===== config.mk =====
export PLATFORM = sky130hd
export DESIGN_NAME = twb_cond_mon
export DESIGN_NICKNAME = d
export VERILOG_FILES = /design/src/rtl/twb_pkg.sv /design/src/rtl/twb_deglitch.sv /design/src/rtl/twb_cond_decode.sv /design/src/rtl/twb_cond_mon.sv
export SDC_FILE = /design/constraint.sdc
export NUM_CORES = 1
export LEC_CHECK = 0
export CAP_MARGIN = 10
export CELL_PAD_IN_SITES_DETAIL_PLACEMENT = 1
export CELL_PAD_IN_SITES_GLOBAL_PLACEMENT = 2
export CORE_UTILIZATION = 35
export DETAILED_ROUTE_END_ITERATION = 10
export PLACE_DENSITY_LB_ADDON = 0.1
export SYNTH_ARGS = -nofsm -noshare
export SYNTH_HDL_FRONTEND = slang
export SYNTH_SLANG_ARGS = --single-unit
export TNS_END_PERCENT = 100

===== constraint.sdc =====
create_clock -name clk -period 2.4 [get_ports clk]
set_input_delay 0.48 -clock clk [delete_from_list [all_inputs] [get_ports clk]]
set_output_delay 0.48 -clock clk [all_outputs]
set_load 0.005 [all_outputs]

===== src/rtl/twb_pkg.sv =====
package twb_pkg;

    typedef struct packed {
        logic busy;
        logic samp;
        logic cond_seen;
        logic scl_prev;
        logic sda_prev;
        logic start;
        logic stop;
        logic rstart;
        logic bvld;
        logic bit_v;
        logic viol;
    } dec_state_t;

    localparam int unsigned LANES    = 2;
    localparam int unsigned LANE_SCL = 0;
    localparam int unsigned LANE_SDA = 1;

endpackage


===== src/rtl/twb_deglitch.sv =====
module twb_deglitch #(
    parameter int unsigned FILT_LEN    = 4,
    parameter int unsigned SYNC_STAGES = 2
) (
    input  logic clk,
    input  logic rst,
    input  logic raw_in,
    output logic filt_o
);
    localparam int unsigned CW = $clog2(FILT_LEN) + 1;
    localparam logic [CW-1:0] LIMIT = CW'(FILT_LEN - 1);

    typedef struct packed {
        logic [SYNC_STAGES-1:0] sync;
        logic [CW-1:0]          cnt;
        logic                   filt;
    } flt_state_t;

    flt_state_t st_d, st_q;
    logic       synced;

    assign synced = st_q.sync[SYNC_STAGES-1];

    always_comb begin
        st_d = st_q;
        if (SYNC_STAGES > 1) begin
            st_d.sync = {st_q.sync[SYNC_STAGES-2:0], raw_in};
        end else begin
            st_d.sync = raw_in;
        end
        if (synced == st_q.filt) begin
            st_d.cnt = '0;
        end else if (st_q.cnt == LIMIT) begin
            st_d.cnt  = '0;
            st_d.filt = synced;
        end else begin
            st_d.cnt = st_q.cnt + 1'b1;
        end
    end

    always_ff @(posedge clk) begin
        if (rst) begin
            st_q.sync <= '1;
            st_q.cnt  <= '0;
            st_q.filt <= 1'b1;
        end else begin
            st_q <= st_d;
        end
    end

    assign filt_o = st_q.filt;

    // the accepted level moves only once the counter has reached its limit
    a_r2_filter_hold: assert property (@(posedge clk) disable iff (rst)
        (st_q.filt != $past(st_q.filt)) |-> ($past(st_q.cnt) == LIMIT));

    // the accepted level only ever moves toward the synchronised level
    a_r2_filter_dir: assert property (@(posedge clk) disable iff (rst)
        (st_q.filt != $past(st_q.filt)) |-> (st_q.filt == $past(synced)));

endmodule


===== src/rtl/twb_cond_decode.sv =====
module twb_cond_decode
    import twb_pkg::*;
(
    input  logic clk,
    input  logic rst,
    input  logic scl_f,
    input  logic sda_f,
    output logic start_o,
    output logic stop_o,
    output logic rstart_o,
    output logic bit_vld_o,
    output logic bit_o,
    output logic busy_o,
    output logic viol_o
);
    dec_state_t st_d, st_q;
    logic start_ev, stop_ev, scl_rise, scl_fall;

    always_comb begin
        start_ev = scl_f & st_q.scl_prev & st_q.sda_prev & ~sda_f;
        stop_ev  = scl_f & st_q.scl_prev & ~st_q.sda_prev & sda_f;
        scl_rise = scl_f & ~st_q.scl_prev;
        scl_fall = ~scl_f & st_q.scl_prev;

        st_d          = st_q;
        st_d.scl_prev = scl_f;
        st_d.sda_prev = sda_f;
        st_d.start    = start_ev;
        st_d.stop     = stop_ev;
        st_d.rstart   = start_ev & st_q.busy;
        st_d.bvld     = scl_fall & st_q.busy & ~st_q.cond_seen;
        st_d.viol     = scl_rise & ~st_q.busy;

        if (st_d.bvld) begin
            st_d.bit_v = st_q.samp;
        end
        if (scl_rise) begin
            st_d.samp      = sda_f;
            st_d.cond_seen = 1'b0;
        end
        if (start_ev || stop_ev) begin
            st_d.cond_seen = 1'b1;
        end
        if (start_ev) begin
            st_d.busy = 1'b1;
        end else if (stop_ev) begin
            st_d.busy = 1'b0;
        end
    end

    always_ff @(posedge clk) begin
        if (rst) begin
            st_q          <= '0;
            st_q.scl_prev <= 1'b1;
            st_q.sda_prev <= 1'b1;
        end else begin
            st_q <= st_d;
        end
    end

    assign start_o   = st_q.start;
    assign stop_o    = st_q.stop;
    assign rstart_o  = st_q.rstart;
    assign bit_vld_o = st_q.bvld;
    assign bit_o     = st_q.bit_v;
    assign busy_o    = st_q.busy;
    assign viol_o    = st_q.viol;

    // a Start strobe comes with the busy flag set
    a_r3_start_busy: assert property (@(posedge clk) disable iff (rst)
        start_o |-> busy_o);

    // a Stop strobe comes with the busy flag cleared
    a_r4_stop_idle: assert property (@(posedge clk) disable iff (rst)
        stop_o |-> !busy_o);

    // Start and Stop never coincide
    a_r4_excl: assert property (@(posedge clk) disable iff (rst)
        !(start_o && stop_o));

    // a repeated Start is a Start seen while already busy
    a_r5_rstart: assert property (@(posedge clk) disable iff (rst)
        rstart_o |-> (start_o && $past(busy_o)));

    // a recovered bit is only issued from a busy bus
    a_r6_bit_busy: assert property (@(posedge clk) disable iff (rst)
        bit_vld_o |-> $past(busy_o));

    // the violation flag never coexists with busy
    a_r8_viol_idle: assert property (@(posedge clk) disable iff (rst)
        viol_o |-> !busy_o);

    // the bit output holds between bit strobes
    a_r9_bit_hold: assert property (@(posedge clk) disable iff (rst)
        !bit_vld_o |-> $stable(bit_o));

endmodule


===== src/rtl/twb_cond_mon.sv =====
module twb_cond_mon
    import twb_pkg::*;
#(
    parameter int unsigned FILT_LEN    = 4,
    parameter int unsigned SYNC_STAGES = 2
) (
    input  logic clk,
    input  logic rst,
    input  logic scl_in,
    input  logic sda_in,
    output logic start_o,
    output logic stop_o,
    output logic rstart_o,
    output logic bit_vld_o,
    output logic bit_o,
    output logic busy_o,
    output logic viol_o
);
    logic [LANES-1:0] raw_lines;
    logic [LANES-1:0] filt_lines;

    assign raw_lines[LANE_SCL] = scl_in;
    assign raw_lines[LANE_SDA] = sda_in;

    for (genvar g = 0; g < LANES; g++) begin : g_lane
        twb_deglitch #(
            .FILT_LEN    (FILT_LEN),
            .SYNC_STAGES (SYNC_STAGES)
        ) u_flt (
            .clk    (clk),
            .rst    (rst),
            .raw_in (raw_lines[g]),
            .filt_o (filt_lines[g])
        );
    end

    twb_cond_decode u_dec (
        .clk       (clk),
        .rst       (rst),
        .scl_f     (filt_lines[LANE_SCL]),
        .sda_f     (filt_lines[LANE_SDA]),
        .start_o   (start_o),
        .stop_o    (stop_o),
        .rstart_o  (rstart_o),
        .bit_vld_o (bit_vld_o),
        .bit_o     (bit_o),
        .busy_o    (busy_o),
        .viol_o    (viol_o)
    );

    // with reset applied the block reports idle and quiet
    a_r1_reset_quiet: assert property (@(posedge clk)
        $past(rst) |-> !(start_o || stop_o || rstart_o || bit_vld_o || busy_o || viol_o));

endmodule


==> results.md, run 1 <==
* Status: finished, final reports clean
* Crit path capture type: output port
* Total number of vias at 498
* Synth Area in Adders at 0.06299
* Final net count at 96
* Final Hold Viols at 0
* Clock Skew at 2.401 ps
* CTS tree: yes
* PwrDens at 601.8 nW/um2
* Diode count at 0
* Mux cell area share after synthesis at 0.01260
* Arrival @ worst endpoint at 1250 ps
* First-pass GRT wire length at 2.208 mm
* VDD IR-drop max at 0.2814 mV
* Routed wire length at 1.236 mm
* Top-area cell type share of the netlist area at 0.5795
* Clock Pin Slew Worst Setup and Hold Paths at 110 ps
* H-tree Lvls at 1
* Syn_area_per_cell at 10.59 um2
* Final Slew Violations at 0
* # port buffers at 10
* Distinct cells, synth at 25
* Worst skew pair latency at 290 ps
* EDFF count, synth at 0
* Yosys Warn Count at 0
* DIE AREA at 2465 um2
* Final worst path period share at 0.7190
* Synth top cells by count: dfxtp_1 (23), inv_1 (6), nor2_1 (6)
* Crit-path leading delay family: buffers and inverters
* XOR/XNOR share of the synthesized area at 0.03307
* Tot GR Track Use at 0.1180
* Synthesized net count at 83
* Hpwl dp at 928.9 um
* # setup viols final at 0
* CP max FO at 5
* Count leader, synth: dfxtp_1
* Mapped Area at 794.5 um2
* Top Ports at 11
* Die Height at 49.65 um
* Total grt overflow at 0
* Leakage at 0.3520 nW
* TNS Setup at 0 ps
* Number of remaining DRC errors at 0
* Worst-margin pin slew at 505.4 ps
* Cells after Synth at 75
* Post-CTS sizing at 0
* Antenna Violating Nets Remaining at 0
* # hold bufs at CTS at 0
* Top post-synthesis cells by area: dfxtp_1 (58%), ha_1 (6.3%), or2_2 (3.9%), inv_1 (2.8%), nor2_1 (2.8%)
* Min Clock Period, post-route at 1726 ps
* Req. time, crit path at 1920 ps
* Min-delay worst type: flop to flop
* Routability cong. at 0.6009
* Antenna violations before repair at 0
* Total CTS buffers at 3
* Seq cells post-synth at 23
* Synth Area in Simple Gates at 0.2157
* Clock Sinks at 23
* # rows at 16
* Synth Area in Compound Gates at 0.05669
* Peak Freq at 579.5 MHz
* Startpoint types: flop
* Leading area contributor after synthesis: dfxtp_1
* Clk buf depth at 2
* RSZ-0062 raised after global routing: no
* Slew HR at 0.6620
* Starting Density at 0.3891
* Maxcap violations at 0
* Post-CTS Setup Inserts at 0
* Share of cells above drive strength 1 at 0.1379
* DR iter-0 viols at 0
* Top_reg_cell synth: dfxtp_1
* Pin count of the biggest net entering global routing at 18
* Die width at 49.65 um
* Vias in the first global route at 537
* Setup CP Type: flop to output port
* DP Cell Count at 110
* Fin cells at 114
* Via density at 4.368
* Drt wl/cell at 10.84 um
* Slowest CP cell: clkdlybuf4s50_1
* Core Util, Final at 0.4632
* Area grow syn2layout at 19.06%
* Worst Path Buf+Inv at 1
* Slowest stage delay, CP at 530 ps
* Clock Tree Root: clkbuf_4
* Fraction of registers with async set/reset at 0
* CP Cell Sequence: clkdlybuf4s50_1
* TritonRoute pass-1 iters at 1
* Register area share after synthesis at 0.5795
* Largest family of logic cells by synthesized area: simple AND/OR/NAND/NOR gates
* Core footprint at 2042 um2
==> stage by stage <==
step | power [mW] | setup slack, ps | instance area (um2) | hold slack (ps)
6_report | 0.5692 | 674.3 | 945.9 | 422.8
5_1_grt | 0.5997 | 599.2 | 945.9 | 444.0
4_1_cts | 0.5806 | 649.0 | 945.9 | 426.8
3_5_place_dp | 0.4117 | 552.6 | 919.6 | 398.1
3_3_place_gp | 0.4113 | 557.7 | 919.6 | 391.6
2_1_floorplan | 0.4040 | 1178 | 794.5 | 389.5
==> layout make-up <==
cell class | count | area, um2
multi-input combinational | 44 | 302.8
inverter | 6 | 22.52
tap | 27 | 33.78
timing repair buffer | 10 | 100.1
fill | 241 | 1096
clock buffer | 4 | 26.28
sequential | 23 | 460.4
==> per-layer routing <==
metal  share of wire  vias to the layer above  GRT usage
met5               0                        -          0
met4          0.0089                        0    0.05714
met1            0.52                      227     0.1434
li1                -                      264          -
met2            0.44                        5     0.1914
met3           0.028                        2    0.03086
==> cells in the final DEF (no fill, tap or decap), types with 2 or more instances in the layout <==
master	n
a211o_1	2
nor2_1	6
or2_2	5
xnor2_1	2
clkbuf_4	3
nand2_1	2
nor3_1	2
clkdlybuf4s50_1	10
or2_1	2
ha_1	4
inv_1	6
a21oi_1	3
dfxtp_1	23
nor2_2	3
nor2b_1	3
==> power breakdown <==
part / internal (mW) / total (mW) / switching [mW]
Sequential: 0.386 / 0.388 / 0.00191
Combinational: 0.00851 / 0.0147 / 0.00623
Clock: 0.0646 / 0.167 / 0.102
==> logic make-up after synthesis <==
| group | Yosys count |
|---|---|
| compound gates | 7 |
| xor+xnor | 3 |
| fa+ha+maj | 4 |
| buf+inv | 8 |
| flops | 23 |
| mux | 1 |
| simple gates | 29 |
==> sequential cells by signal (all words and copies together), names as in the netlist <==
| signal | cells |
|---|---|
| g_lane.u_flt.filt_o | 2 |
| g_lane.u_flt.st_d | 2 |
| u_dec.viol_o | 1 |
| u_dec.bit_o | 1 |
| u_dec.busy_o | 1 |
| u_dec.start_o | 1 |
| u_dec.rstart_o | 1 |
| g_lane.u_flt.st_q | 8 |
| u_dec.stop_o | 1 |
| u_dec.bit_vld_o | 1 |
| u_dec.st_q | 4 |
==> path summary, 6_finish.rpt <==
kind	from	to	slack [ps]	cells after the start
hold reg to reg	g_lane[1].u_flt.st_d[5]	g_lane[1].u_flt.st_q[5]	420	1
hold / removal	g_lane[1].u_flt.st_d[5]	g_lane[1].u_flt.st_q[5]	420	1
setup / recovery	u_dec.busy_o	busy_o	670	1
setup reg to reg	g_lane[0].u_flt.st_q[1]	g_lane[0].u_flt.st_q[2]	1100	4
Note: power is estimated with default switching activity, not from simulation.
==> inputs of run 2 (changes only) <==
--- a/config.mk
+++ b/config.mk
@@ -8,7 +8,7 @@
 export CAP_MARGIN = 10
 export CELL_PAD_IN_SITES_DETAIL_PLACEMENT = 1
 export CELL_PAD_IN_SITES_GLOBAL_PLACEMENT = 2
-export CORE_UTILIZATION = 35
+export CORE_UTILIZATION = 32
 export DETAILED_ROUTE_END_ITERATION = 10
 export PLACE_DENSITY_LB_ADDON = 0.1
 export SYNTH_ARGS = -nofsm -noshare
==> constraint.sdc (replaced) <==
create_clock -name clk -period 1.75 [get_ports clk]
set_input_delay 0.35 -clock clk [delete_from_list [all_inputs] [get_ports clk]]
set_output_delay 0.35 -clock clk [all_outputs]
set_load 0.005 [all_outputs]
==> run 2 against run 1 <==
Net effect:
- hold slack gained 6.6 ps
- via count is 3.4% higher
- non-clock buffer count up 1
- combinational power increased by 55%
- clock skew hardly changed
- setup slack lost 540 ps
- sequential cell count is the same
- die area increased by 9.0%
- largest power group unchanged
==> results.md, run 2 (synthesis results as in run 1) <==
* Req. time, crit path at 1400 ps (-520 ps)
* Post-CTS sizing at 0 (unchanged)
* Final worst path period share at 0.9222
* Core Util, Final at 0.4195 (-0.04377)
* # hold bufs at CTS at 0 (unchanged)
* Area grow syn2layout at 20.16%
* Routed wire length at 1.289 mm (+4.3%)
* RSZ-0062 raised after global routing: no
* Clock share of power at 0.303 (+0.010)
* Worst-margin pin slew at 298.4 ps (-207.0 ps)
* Slowest CP cell: clkdlybuf4s50_1
* Design Area, Final at 954.7 um2 (+0.93%)
* Routability cong. at 0.6526 (+8.6%)
* First-pass GRT wire length at 2.166 mm (-1.9%)
* Clk buf depth at 2 (unchanged)
* # setup viols final at 0 (unchanged)
* # rows at 17 (+1)
* Commonest non-fill, non-tap cells in the layout: dfxtp_1 (23), clkdlybuf4s50_1 (10), inv_1 (6), nor2_1 (6), or2_2 (5)
* Crit-path leading delay family: buffers and inverters
* Hpwl dp at 937.5 um (+0.93%)
* H-tree Lvls at 1 (unchanged)
* Core footprint at 2276 um2 (+11%)
* Via density at 4.440 (+1.6%)
* Leakage at 0.3568 nW (+1.4%)
* Arrival @ worst endpoint at 1260 ps (about the same)
* Total CTS buffers at 3 (unchanged)
* Overall power at 796.3 uW (+40%)
* Worst Path Buf+Inv at 1 (unchanged)
* Share of cells above drive strength 1 at 0.1477 (+0.009796)
* Sw power at 165.0 uW (+50%)
* Die Height at 51.83 um (+4.4%)
* Pin count of the biggest net entering global routing at 13 (-5)
* Gate power share at 0.029 (+0.003)
* FF-to-FF setup slack at 440 ps (-660 ps)
* Total grt overflow at 0 (unchanged)
* Drt wl/cell at 11.11 um (+2.5%)
* Post-CTS Setup Inserts at 0 (unchanged)
* Slowest stage delay, CP at 530 ps (about the same)
* Max FFs per register at 8 (unchanged)
* Crit path capture type: output port
* Diode count at 0 (unchanged)
* TNS Setup at 0 ps (unchanged)
* VDD IR-drop max at 0.4868 mV (+73%)
* Worst skew pair latency at 310 ps (+20 ps)
* Status: finished, final reports clean
* TritonRoute pass-1 iters at 4 (+3)
* Starting Density at 0.3491 (-0.04000)
* DIE AREA at 2686 um2 (+9.0%)
* Placed Instance Area at 928.4 um2 (+0.95%)
* Number of remaining DRC errors at 0 (unchanged)
* Sw frac at 0.2072 (+0.01333)
* Startpoint types: flop
* Top reg by flops: g_lane.u_flt.st_q
* Antenna violations before repair at 0 (unchanged)
* CTS tree: yes
* Clock Tree Root: clkbuf_4
* Setup CP Type: flop to output port
* Vias in the first global route at 508 (-5.4%)
* Die width at 51.83 um (+4.4%)
* Tot GR Track Use at 0.1142 (-0.003772)
* Top flop regs: g_lane.u_flt.st_q: 8 flops, u_dec.st_q: 4 flops
* Min-delay worst type: flop to flop
* DR iter-0 viols at 5 (+5)
* Maxcap violations at 0 (unchanged)
* Final Slew Violations at 0 (unchanged)
* Final Hold Viols at 0 (unchanged)
* Total number of vias at 515 (+3.4%)
* Slew HR at 0.8005 (+0.1384)
* CP max FO at 5 (unchanged)
* Peak Freq at 619.7 MHz
* Clock Sinks at 23 (unchanged)
* Seq pwr share at 0.668 (-0.013)
* PwrDens at 834.1 nW/um2 (+39%)
* Setup WS pre-CTS at 159.7 ps (-392.9 ps)
* Top Ports at 11 (unchanged)
* Int Pwr at 631.3 uW (+38%)
* Min Clock Period, post-route at 1614 ps
* CP Cell Sequence: clkdlybuf4s50_1
* Fin worst setup slack at 136.2 ps (-538.1 ps)
* Clock Skew at 1.950 ps (-0.4508 ps)
* Final net count at 97 (+1.0%)
* Clock Pin Slew Worst Setup and Hold Paths at 120 ps (about the same)
* # port buffers at 10 (unchanged)
* Antenna Violating Nets Remaining at 0 (unchanged)
* Most common library cell in the layout ignoring fill and taps: dfxtp_1
[run 2: final timing paths]
kind                                               from                 endpoint  depth (start not counted)
worst max-delay path                       u_dec.busy_o                   busy_o                          1
worst min-delay path            g_lane[1].u_flt.st_q[1]  g_lane[1].u_flt.st_q[1]                          1
worst min register to register  g_lane[1].u_flt.st_q[1]  g_lane[1].u_flt.st_q[1]                          1
worst max register to register  g_lane[0].u_flt.st_q[1]  g_lane[0].u_flt.st_q[3]                          4
[run 2: layout make-up]
type	count	area (um2)
Clock buffer	4	26.28
Fill cell	262	1321
Inverter	6	22.52
Multi-Input combinational cell	44	302.8
Sequential cell	23	460.4
Tap cell	28	35.03
Timing Repair Buffer	11	107.6
[run 2: metrics by stage]
stage               std cells  hold WS, ps
detailed placement        112        402.3
finish                    116        429.5
global placement          112        393.3
CTS                       116        431.7
floorplan                  75        389.5
global route              116        450.7
[run 2: power groups by stage]
stage          Sequential (mW)  Combinational, mW  Clock, mW
2_1_floorplan            0.543             0.0112          0
3_3_place_gp             0.544             0.0226          0
3_5_place_dp             0.544             0.0235          0
4_1_cts                  0.532             0.0237      0.258
5_1_grt                  0.533             0.0253      0.279
6_report                 0.532             0.0228      0.242
[run 2: per-layer routing]
metal  vias to the layer above  track usage  wire length (um)
met3                         2      0.05263                51
li1                        267            -                 -
met5                         -            0                 0
met4                         0      0.05405                12
met1                       238       0.1315               635
met2                         8       0.1774               589
